$ cat src/rtl/tmr_pkg.sv
package tmr_pkg;
  localparam int PSC_W   = 8;
  localparam int ADDR_W  = 3;
  localparam int DATA_W  = 32;

  localparam logic [ADDR_W-1:0] A_CTRL = 3'd0;
  localparam logic [ADDR_W-1:0] A_REF  = 3'd1;
  localparam logic [ADDR_W-1:0] A_CAP  = 3'd2;
  localparam logic [ADDR_W-1:0] A_CNT  = 3'd3;
  localparam logic [ADDR_W-1:0] A_FLAG = 3'd4;

  localparam int EV_CAP = 0;
  localparam int EV_CMP = 1;
  localparam int NUM_EV = 2;

  typedef enum logic [1:0] {SRC_OFF, SRC_SYS, SRC_SLOW, SRC_PIN} src_e;
  typedef enum logic [1:0] {EDGE_NONE, EDGE_RISE, EDGE_FALL, EDGE_BOTH} edge_e;
  typedef enum logic [1:0] {ACT_NONE, ACT_PULSE, ACT_TOGGLE, ACT_RSVD} act_e;

  typedef struct packed {
    logic [PSC_W-1:0] psc;
    logic [4:0]       spare;
    logic             cmp_dma;
    logic             cmp_en;
    logic             cap_dma;
    logic             cap_en;
    act_e             act;
    edge_e            cap_edge;
    logic             restart;
    src_e             src;
  } ctrl_t;

  localparam int CTRL_W = $bits(ctrl_t);
endpackage

$ cat src/rtl/tmr_edge_sync.sv
module tmr_edge_sync #(
  parameter int STAGES = 2
) (
  input  logic clk,
  input  logic rst_n,
  input  logic pin_i,
  output logic rise_o,
  output logic fall_o
);
  localparam int SH_W = STAGES + 1;

  logic [SH_W-1:0] sh_q, sh_d;

  always_comb begin
    sh_d = {sh_q[SH_W-2:0], pin_i};
  end

  always_ff @(posedge clk or negedge rst_n) begin
    if (!rst_n) sh_q <= '0;
    else        sh_q <= sh_d;
  end

  assign rise_o =  sh_q[STAGES-1] & ~sh_q[STAGES];
  assign fall_o = ~sh_q[STAGES-1] &  sh_q[STAGES];
endmodule

$ cat src/rtl/tmr_tick_gen.sv
module tmr_tick_gen
  import tmr_pkg::*;
#(
  parameter int PW       = PSC_W,
  parameter int SLOW_DIV = 16
) (
  input  logic          clk,
  input  logic          rst_n,
  input  src_e          src_i,
  input  logic [PW-1:0] psc_i,
  input  logic          pin_rise_i,
  input  logic          psc_clr_i,
  output logic          tick_o
);
  localparam int SLOW_W = (SLOW_DIV > 1) ? $clog2(SLOW_DIV) : 1;
  localparam logic [SLOW_W-1:0] SLOW_LAST = SLOW_W'(SLOW_DIV - 1);

  logic [SLOW_W-1:0] slow_q, slow_d;
  logic [PW-1:0]     pcnt_q, pcnt_d;
  logic              slow_stb, src_stb;

  assign slow_stb = (slow_q == SLOW_LAST);

  always_comb begin
    slow_d = slow_stb ? '0 : slow_q + 1'b1;
  end

  always_comb begin
    unique case (src_i)
      SRC_SYS:  src_stb = 1'b1;
      SRC_SLOW: src_stb = slow_stb;
      SRC_PIN:  src_stb = pin_rise_i;
      default:  src_stb = 1'b0;
    endcase
  end

  assign tick_o = src_stb && (pcnt_q >= psc_i);

  always_comb begin
    pcnt_d = pcnt_q;
    if (psc_clr_i)    pcnt_d = '0;
    else if (tick_o)  pcnt_d = '0;
    else if (src_stb) pcnt_d = pcnt_q + 1'b1;
  end

  always_ff @(posedge clk or negedge rst_n) begin
    if (!rst_n) begin
      slow_q <= '0;
      pcnt_q <= '0;
    end else begin
      slow_q <= slow_d;
      pcnt_q <= pcnt_d;
    end
  end
endmodule

$ cat src/rtl/tmr_counter.sv
module tmr_counter #(
  parameter int CW = 32
) (
  input  logic          clk,
  input  logic          rst_n,
  input  logic          tick_i,
  input  logic          restart_i,
  input  logic [CW-1:0] ref_i,
  input  logic          load_i,
  input  logic [CW-1:0] load_val_i,
  input  logic          cap_stb_i,
  output logic [CW-1:0] cnt_o,
  output logic [CW-1:0] cap_o,
  output logic          match_o
);
  logic [CW-1:0] cnt_q, cnt_d, cap_q, cap_d;

  assign match_o = tick_i && (cnt_q == ref_i);

  always_comb begin
    cnt_d = cnt_q;
    if (load_i)                      cnt_d = load_val_i;
    else if (match_o && restart_i)   cnt_d = '0;
    else if (tick_i)                 cnt_d = cnt_q + 1'b1;
  end

  always_comb begin
    cap_d = cap_stb_i ? cnt_q : cap_q;
  end

  always_ff @(posedge clk or negedge rst_n) begin
    if (!rst_n) begin
      cnt_q <= '0;
      cap_q <= '0;
    end else begin
      cnt_q <= cnt_d;
      cap_q <= cap_d;
    end
  end

  assign cnt_o = cnt_q;
  assign cap_o = cap_q;
endmodule

$ cat src/rtl/tmr_events.sv
module tmr_events
  import tmr_pkg::*;
#(
  parameter int NE = NUM_EV
) (
  input  logic          clk,
  input  logic          rst_n,
  input  logic [NE-1:0] ev_stb_i,
  input  logic [NE-1:0] ev_en_i,
  input  logic [NE-1:0] ev_dma_i,
  input  logic [NE-1:0] clr_i,
  input  logic          dma_ack_i,
  input  act_e          act_i,
  input  logic          cmp_stb_i,
  output logic [NE-1:0] flags_o,
  output logic          irq_o,
  output logic          dma_req_o,
  output logic          pin_o
);
  logic [NE-1:0] flag_q, flag_d;
  logic          dreq_q, dreq_d;
  logic          pin_q, pin_d;

  for (genvar i = 0; i < NE; i++) begin : g_flag
    always_comb begin
      flag_d[i] = ev_stb_i[i] | (flag_q[i] & ~clr_i[i]);
    end
  end

  always_comb begin
    dreq_d = (|(ev_stb_i & ev_en_i & ev_dma_i)) | (dreq_q & ~dma_ack_i);
  end

  always_comb begin
    unique case (act_i)
      ACT_PULSE:  pin_d = cmp_stb_i;
      ACT_TOGGLE: pin_d = pin_q ^ cmp_stb_i;
      default:    pin_d = pin_q;
    endcase
  end

  always_ff @(posedge clk or negedge rst_n) begin
    if (!rst_n) begin
      flag_q <= '0;
      dreq_q <= 1'b0;
      pin_q  <= 1'b0;
    end else begin
      flag_q <= flag_d;
      dreq_q <= dreq_d;
      pin_q  <= pin_d;
    end
  end

  assign flags_o   = flag_q;
  assign irq_o     = |(flag_q & ev_en_i & ~ev_dma_i);
  assign dma_req_o = dreq_q;
  assign pin_o     = pin_q;
endmodule

$ cat src/rtl/capcmp_timer.sv
module capcmp_timer
  import tmr_pkg::*;
#(
  parameter int CNT_W    = 32,
  parameter int SLOW_DIV = 16,
  parameter int SYNC_N   = 2
) (
  input  logic              clk,
  input  logic              rst_n,
  input  logic              reg_wr_i,
  input  logic [ADDR_W-1:0] reg_addr_i,
  input  logic [DATA_W-1:0] reg_wdata_i,
  output logic [DATA_W-1:0] reg_rdata_o,
  input  logic              cnt_pin_i,
  input  logic              cap_pin_i,
  input  logic              dma_ack_i,
  output logic              irq_o,
  output logic              dma_req_o,
  output logic              cmp_pin_o
);
  ctrl_t             ctrl_q, ctrl_d;
  logic [CNT_W-1:0]  ref_q, ref_d;
  logic [CNT_W-1:0]  cnt_w, cap_w;
  logic [NUM_EV-1:0] ev_flags, ev_stb, ev_en, ev_dma, flag_clr;
  logic              cpin_rise, cpin_fall, cap_rise, cap_fall;
  logic              tick, match, cap_stb, cnt_load;

  // register writes
  always_comb begin
    ctrl_d = ctrl_q;
    ref_d  = ref_q;
    if (reg_wr_i && reg_addr_i == A_CTRL) begin
      ctrl_d       = ctrl_t'(reg_wdata_i[CTRL_W-1:0]);
      ctrl_d.spare = '0;
    end
    if (reg_wr_i && reg_addr_i == A_REF) ref_d = reg_wdata_i[CNT_W-1:0];
  end

  always_ff @(posedge clk or negedge rst_n) begin
    if (!rst_n) begin
      ctrl_q <= '0;
      ref_q  <= '0;
    end else begin
      ctrl_q <= ctrl_d;
      ref_q  <= ref_d;
    end
  end

  assign cnt_load = reg_wr_i && (reg_addr_i == A_CNT);
  assign flag_clr = (reg_wr_i && reg_addr_i == A_FLAG) ? reg_wdata_i[NUM_EV-1:0] : '0;

  // pin synchronizers
  tmr_edge_sync #(.STAGES(SYNC_N)) u_cnt_sync (
    .clk(clk), .rst_n(rst_n), .pin_i(cnt_pin_i),
    .rise_o(cpin_rise), .fall_o(cpin_fall)
  );

  tmr_edge_sync #(.STAGES(SYNC_N)) u_cap_sync (
    .clk(clk), .rst_n(rst_n), .pin_i(cap_pin_i),
    .rise_o(cap_rise), .fall_o(cap_fall)
  );

  always_comb begin
    unique case (ctrl_q.cap_edge)
      EDGE_RISE: cap_stb = cap_rise;
      EDGE_FALL: cap_stb = cap_fall;
      EDGE_BOTH: cap_stb = cap_rise | cap_fall;
      default:   cap_stb = 1'b0;
    endcase
  end

  tmr_tick_gen #(.PW(PSC_W), .SLOW_DIV(SLOW_DIV)) u_tick (
    .clk(clk), .rst_n(rst_n), .src_i(ctrl_q.src), .psc_i(ctrl_q.psc),
    .pin_rise_i(cpin_rise), .psc_clr_i(cnt_load), .tick_o(tick)
  );

  tmr_counter #(.CW(CNT_W)) u_cnt (
    .clk(clk), .rst_n(rst_n), .tick_i(tick), .restart_i(ctrl_q.restart),
    .ref_i(ref_q), .load_i(cnt_load), .load_val_i(reg_wdata_i[CNT_W-1:0]),
    .cap_stb_i(cap_stb), .cnt_o(cnt_w), .cap_o(cap_w), .match_o(match)
  );

  always_comb begin
    ev_stb          = '0;
    ev_en           = '0;
    ev_dma          = '0;
    ev_stb[EV_CAP]  = cap_stb;
    ev_stb[EV_CMP]  = match;
    ev_en[EV_CAP]   = ctrl_q.cap_en;
    ev_en[EV_CMP]   = ctrl_q.cmp_en;
    ev_dma[EV_CAP]  = ctrl_q.cap_dma;
    ev_dma[EV_CMP]  = ctrl_q.cmp_dma;
  end

  tmr_events #(.NE(NUM_EV)) u_ev (
    .clk(clk), .rst_n(rst_n), .ev_stb_i(ev_stb), .ev_en_i(ev_en),
    .ev_dma_i(ev_dma), .clr_i(flag_clr), .dma_ack_i(dma_ack_i),
    .act_i(ctrl_q.act), .cmp_stb_i(match), .flags_o(ev_flags),
    .irq_o(irq_o), .dma_req_o(dma_req_o), .pin_o(cmp_pin_o)
  );

  // read mux
  always_comb begin
    reg_rdata_o = '0;
    unique case (reg_addr_i)
      A_CTRL:  reg_rdata_o = DATA_W'(ctrl_q);
      A_REF:   reg_rdata_o = DATA_W'(ref_q);
      A_CAP:   reg_rdata_o = DATA_W'(cap_w);
      A_CNT:   reg_rdata_o = DATA_W'(cnt_w);
      A_FLAG:  reg_rdata_o = DATA_W'(ev_flags);
      default: reg_rdata_o = '0;
    endcase
  end

  logic unused_ok;
  assign unused_ok = cpin_fall;
endmodule

$ cat config.mk
export PLATFORM = sky130hd
export DESIGN_NAME = capcmp_timer
export DESIGN_NICKNAME = d
export VERILOG_FILES = /design/src/rtl/tmr_pkg.sv /design/src/rtl/tmr_edge_sync.sv /design/src/rtl/tmr_tick_gen.sv /design/src/rtl/tmr_counter.sv /design/src/rtl/tmr_events.sv /design/src/rtl/capcmp_timer.sv
export SDC_FILE = /design/constraint.sdc
export NUM_CORES = 1
export LEC_CHECK = 0
export ABC_CLOCK_PERIOD_IN_PS = 4300
export BUFFER_PORTS_ARGS = -buffer_cell sky130_fd_sc_hd__buf_2
export CORE_UTILIZATION = 45
export DETAILED_ROUTE_END_ITERATION = 8
export SETUP_SLACK_MARGIN = 0.2
export SLEW_MARGIN = 20
export SYNTH_ARGS = -nofsm -noshare
export SYNTH_HDL_FRONTEND = slang
export SYNTH_HIERARCHICAL = 1
export SYNTH_SLANG_ARGS = --single-unit
$ cat constraint.sdc
create_clock -name clk -period 4.3 [get_ports clk]
set_clock_uncertainty 0.2 [all_clocks]
set_input_delay 0.43 -clock clk [delete_from_list [all_inputs] [get_ports clk]]
set_output_delay 0.43 -clock clk [all_outputs]
set_load 0.005 [all_outputs]
== Word-level counts from Yosys, hierarchy flattened ==
Index checks and enable logic that the tools add are counted.
Storage, ports and cells
  input port bits: 41
  bits in registers: 137
Cells by class
  eq/ne operators: 14
  order comparisons: 1
  bitwise operators: 22
  add/subtract/negate cells: 3
  reductions and logical operators: 13
  muxes and demuxes: 12
Operators with widths (number)
  $pmux W32 S5: 1
  $mux W32: 3
  $add A32 B1 Y32 const B: 1
  $eq A32 B32 Y1: 1
  $mux W8: 3
  $eq A2 B2 Y1 const B: 5
  $add A8 B1 Y8 const B: 1
  $and A2 B2 Y2: 4
  $ge A8 B8 Y1: 1
  $logic_and A1 B1 Y1: 7
  $and A1 B1 Y1: 6
  $eq A2 B1 Y1 const B: 3
  $eq A3 B2 Y1 const B: 2
  $not A1 Y1: 6
  $pmux W1 S3: 2
  $reduce_bool A3 Y1: 2
  $add A4 B1 Y4 const B: 1
  $eq A4 B4 Y1 const B: 1
  $mux W4: 1
  $or A1 B1 Y1: 4
  $reduce_or A2 Y1: 2
  $eq A3 B1 Y1 const B: 1
  $eq A3 B3 Y1 const B: 1
  $logic_not A3 Y1: 1
  other kinds (5): 5

== Logic depth before layout (Yosys ltp) ==
  word-level depth: 9
  depth in mapped cells: 14

== Cells and area by module ==
The synthesis kept the hierarchy.
By module, submodules not included
  tmr_counter: area each 3662.3 µm², seq. area each 1601.5 µm², times used 1, cells each 350
  capcmp_timer: area each 2925.3 µm², seq. area each 1276.2 µm², times used 1, cells each 214
  tmr_tick_gen: area each 878.3 µm², seq. area each 300.3 µm², times used 1, cells each 99
  tmr_events: area each 205.2 µm², seq. area each 100.1 µm², times used 1, cells each 21
  tmr_edge_sync: area each 90.1 µm², seq. area each 75.1 µm², times used 2, cells each 5

== Worst setup path before layout ==
OpenSTA, ideal clock, no wires.
  path type: register -> register
  start point: reg u_tick.pcnt_q[2]
  end point: reg u_cnt.cnt_q[11] (netlist: u_cnt/cnt_o[11])
  data required time: 3973 ps
  data arrival time: 2908 ps
  path slack: 1065 ps
  period minus slack after synthesis: 3235 ps
  cell stages (with the launch flop): 13
  path through: dfrtp_1 -> ha_1 -> and3_1 -> o21ai_0 -> a31o_2 -> buf_6 -> a21oi_1 -> o21ai_0 -> nor4b_2 -> a41oi_1 -> clkbuf_1 -> a21o_1 -> a221o_2
On the way
  word-level cells in the longest chain between the ends: 6
  elaborated cells on any way between the ends: 7
  those cells by class: order compare (1); mux (2); reduce/logical (4)
RTL lines
  start: declaration: RTL line tmr_tick_gen.sv:19  | logic [PW-1:0] pcnt_q, pcnt_d;
  start signal: assignment: RTL line tmr_tick_gen.sv:52  | pcnt_q <= pcnt_d;
  $ge A8 B8 Y1 (*): RTL line tmr_tick_gen.sv:37  | assign tick_o = src_stb && (pcnt_q >= psc_i);
  $logic_and A1 B1 Y1 (*): RTL line tmr_tick_gen.sv:37
  via tick: RTL line capcmp_timer.sv:26  | logic tick, match, cap_stb, cnt_load;
  $logic_and A1 B1 Y1: RTL line tmr_counter.sv:18  | assign match_o = tick_i && (cnt_q == ref_i);
  $logic_and A1 B1 Y1: RTL line tmr_counter.sv:23  | else if (match_o && restart_i) cnt_d = '0;
  $mux W32: RTL line tmr_counter.sv:23
  $mux W32: RTL line tmr_counter.sv:22  | if (load_i) cnt_d = load_val_i;
  end signal: assignment: RTL line tmr_counter.sv:36  | cnt_q <= cnt_d;
  end: declaration: RTL line tmr_counter.sv:16  | logic [CW-1:0] cnt_q, cnt_d, cap_q, cap_d;
The timed path passes the listed nets; every way through them passes the cells marked *.
A chain may end at the register's enable or synchronous reset.

== Worst setup path after layout ==
Same ends and word-level chain as after synthesis.

==> results_dict.tcl <==
set metrics [dict create \
    status "finished, final reports clean" \
    fin_nets 811 \
    route.detailed.drc 0 \
    dpl.cell_count 956 \
    syn_to_final_growth_pct 15.4 \
    worstPathCellList "ha_1, and3_1, o21ai_0, a31o_2, a21oi_1, o21ai_0, nor4b_2, a41o_1, buf_12, nor3_1, a221o_2" \
    post-dp-hpwl_mm 14.1 \
    drive_gt1_share_pct 29.8 \
    p_seq_share_pct 39.4 \
    dieWidth_microns 134 \
    hp-class "in -> reg" \
    tns_ns 0 \
    root_buffer "clkbuf_16" \
    vdd_drop_max_v 0.000334 \
    core_sq_um 16800 \
    multi_input_area_sq_um 4020 \
    drv_cap 0 \
    cts_buffer_depth 2 \
    crit_required_ns 4.41 \
    design_area_sq_um 9050 \
    path_clk_slew_ns 0.06 \
    grt_start_max_net_pins 85 \
    rows 47 \
    syn_nets 746 \
    max_freq_ghz 0.279 \
    setup_viol 0 \
    start_kind "flop" \
    synth_area_sq_um 7840 \
    place_congestion 0.843 \
    avgSynthCellArea_sq_um 11.3 \
    die_area_sq_um 18000 \
    syn_inst 693 \
    clock_latency_ns 0.43 \
    cp_max_fo 15 \
    internal_power_mw 3.70 \
    chipHeight_microns 134 \
    switchingPower_mw 1.86 \
    power_frac_clock_pct 30.8 \
    via_count 5927 \
    power.density_nw_per_um2 614 \
    cts-buffers-inserted 17 \
    p_total_mw 5.56 \
    grt_pass1_wl_mm 33.3 \
    viasPerCell 5.98 \
    final_max_slew_viol_count 0 \
    pin_count 76 \
    critPathCaptureType "flop" \
    timing.final.crit_share_pct 83.3 \
    yosysWarnings 6 \
    grt_usage_pct 24.1 \
    p_leak_nw 3.68 \
    fin_cells 991 \
    worst_pin_slew_ns 1.01 \
    critical_path.slowest_cell "a41o_1" \
    ant_nets 0 \
    nFillCells 1546 \
    crit_top_cell "o21ai_0" \
    dr.pass1.iters 6 \
    p_sw_share_pct 33.5 \
    wl_per_cell_microns 20.6 \
    min_period_ns 3.58 \
    diodes 0 \
    holdWs_ns 0.0473 \
    grt_overflow 0 \
    cp_num_buf_inv 1 \
    worst-setup-path-type "reg -> reg" \
    rsz0062_at_grt "false" \
    first_global_vias 6016 \
    regArea_sq_um 3430 \
    wl_mm 20.4 \
    slew-limit-headroom_pct 32.8 \
    start_util_pct 46.6 \
    pwr-share-comb_pct 29.8 \
    placed_area_sq_um 8330 \
    tritoncts "built" \
    arrival_ns 3.69 \
    cts_sinks 137 \
    hold_violations 0 \
    detail_route.iter0.violations 435 \
    antenna_found_initial 0 \
    critPathTopFamily "compound AO/OA/AOI/OAI gates" \
    h-tree-depth 4 \
    cpPeakStageDelay_ns 0.55 \
    portBuffers 75 \
]
registers in the layout, indices dropped and copies added, names as in the netlist:
register,flops
ctrl_q,19
ref_q,32
u_cap_sync/sh_q,3
u_cnt/cap_o,32
u_cnt/cnt_o,32
u_cnt_sync/sh_q,3
u_ev/dma_req_o,1
u_ev/flags_o,2
u_ev/pin_o,1
u_tick/pcnt_q,8
u_tick/slow_q,4
routing by layer:
| metal | global-route usage, % | vias to the layer above | share of wire, % | routed length, microns |
|---|---|---|---|---|
| met1 | 33.2 | 3037 | 46 | 9460 |
| met2 | 39.4 | 155 | 49 | 9940 |
| li1 | - | 2714 | - | - |
| met5 | 0 | - | 0 | 0 |
| met4 | 5.99 | 0 | 1.1 | 228 |
| met3 | 4.54 | 21 | 4.0 | 812 |
through the flow:
| stage | worst slack, ns | util [%] |
|---|---|---|
| global route | 0.492 | 53.8 |
| global placement | 0.855 | 49.6 |
| finish | 0.718 | 53.8 |
| floorplan | 1.07 | - |
| detailed placement | 0.790 | 49.6 |
| CTS | 0.777 | 53.8 |
layout make-up:
class | instances | area share (%)
multi-input combinational | 481 | 44.4
sequential | 137 | 37.9
inverter | 28 | 1.16
clock inverter | 14 | 2.76
timing repair buffer | 93 | 5.93
tap | 220 | 3.04
clock buffer | 18 | 4.85
worst register-to-register path: cells and delay by family (launching register included):
family                   cells  cell delay, ns
flip-flops                   1            0.44
AND/OR/NAND/NOR              3            0.62
buffers and inverters        1            0.22
adder cells (fa/ha/maj)      1            0.32
AO/OA/AOI/OAI                6            1.67
layout by cell type, fill, tap and decap left out, types with 21 or more instances in the layout:
cell	instances
dfrtp_1	137
buf_2	74
mux2_2	68
nand2_1	37
mux2_1	30
nand3_1	29
inv_1	27
nor2b_1	24
nor3_1	24
nor2_1	21
a221o_1	21
worst paths after layout:
path	slack (ns)	cells after the start	startpoint	to
hold / removal	0.05	2	reg_wdata_i[13]	ref_q[13]
setup / recovery	0.72	11	u_tick/pcnt_q[2]	u_cnt/cnt_o[11]
setup reg to reg	0.72	11	u_tick/pcnt_q[2]	u_cnt/cnt_o[11]
hold reg to reg	0.15	0	u_cap_sync/sh_q[0]	u_cap_sync/sh_q[1]
max in group asynchronous	2.53	3	rst_n	u_cnt/cnt_o[21]
min in group asynchronous	0.44	2	rst_n	ref_q[22]
power by group through the flow:
stage / Combinational (mW) / Clock, mW / Sequential (mW)
after floorplan: 1.30 / 0 / 2.00
after global placement: 1.61 / 0 / 2.17
after detailed placement: 1.64 / 0 / 2.20
after CTS: 1.66 / 1.74 / 2.18
after global routing: 1.80 / 1.79 / 2.27
final: 1.66 / 1.71 / 2.19
what timing repair did:
item                                   4_1_cts  5_1_grt
gates resized for setup                      0        0
hold buffers                                 3        0
endpoints found under the hold margin       84        0
setup buffers                                0        0
(Power assumes the default switching activity.)
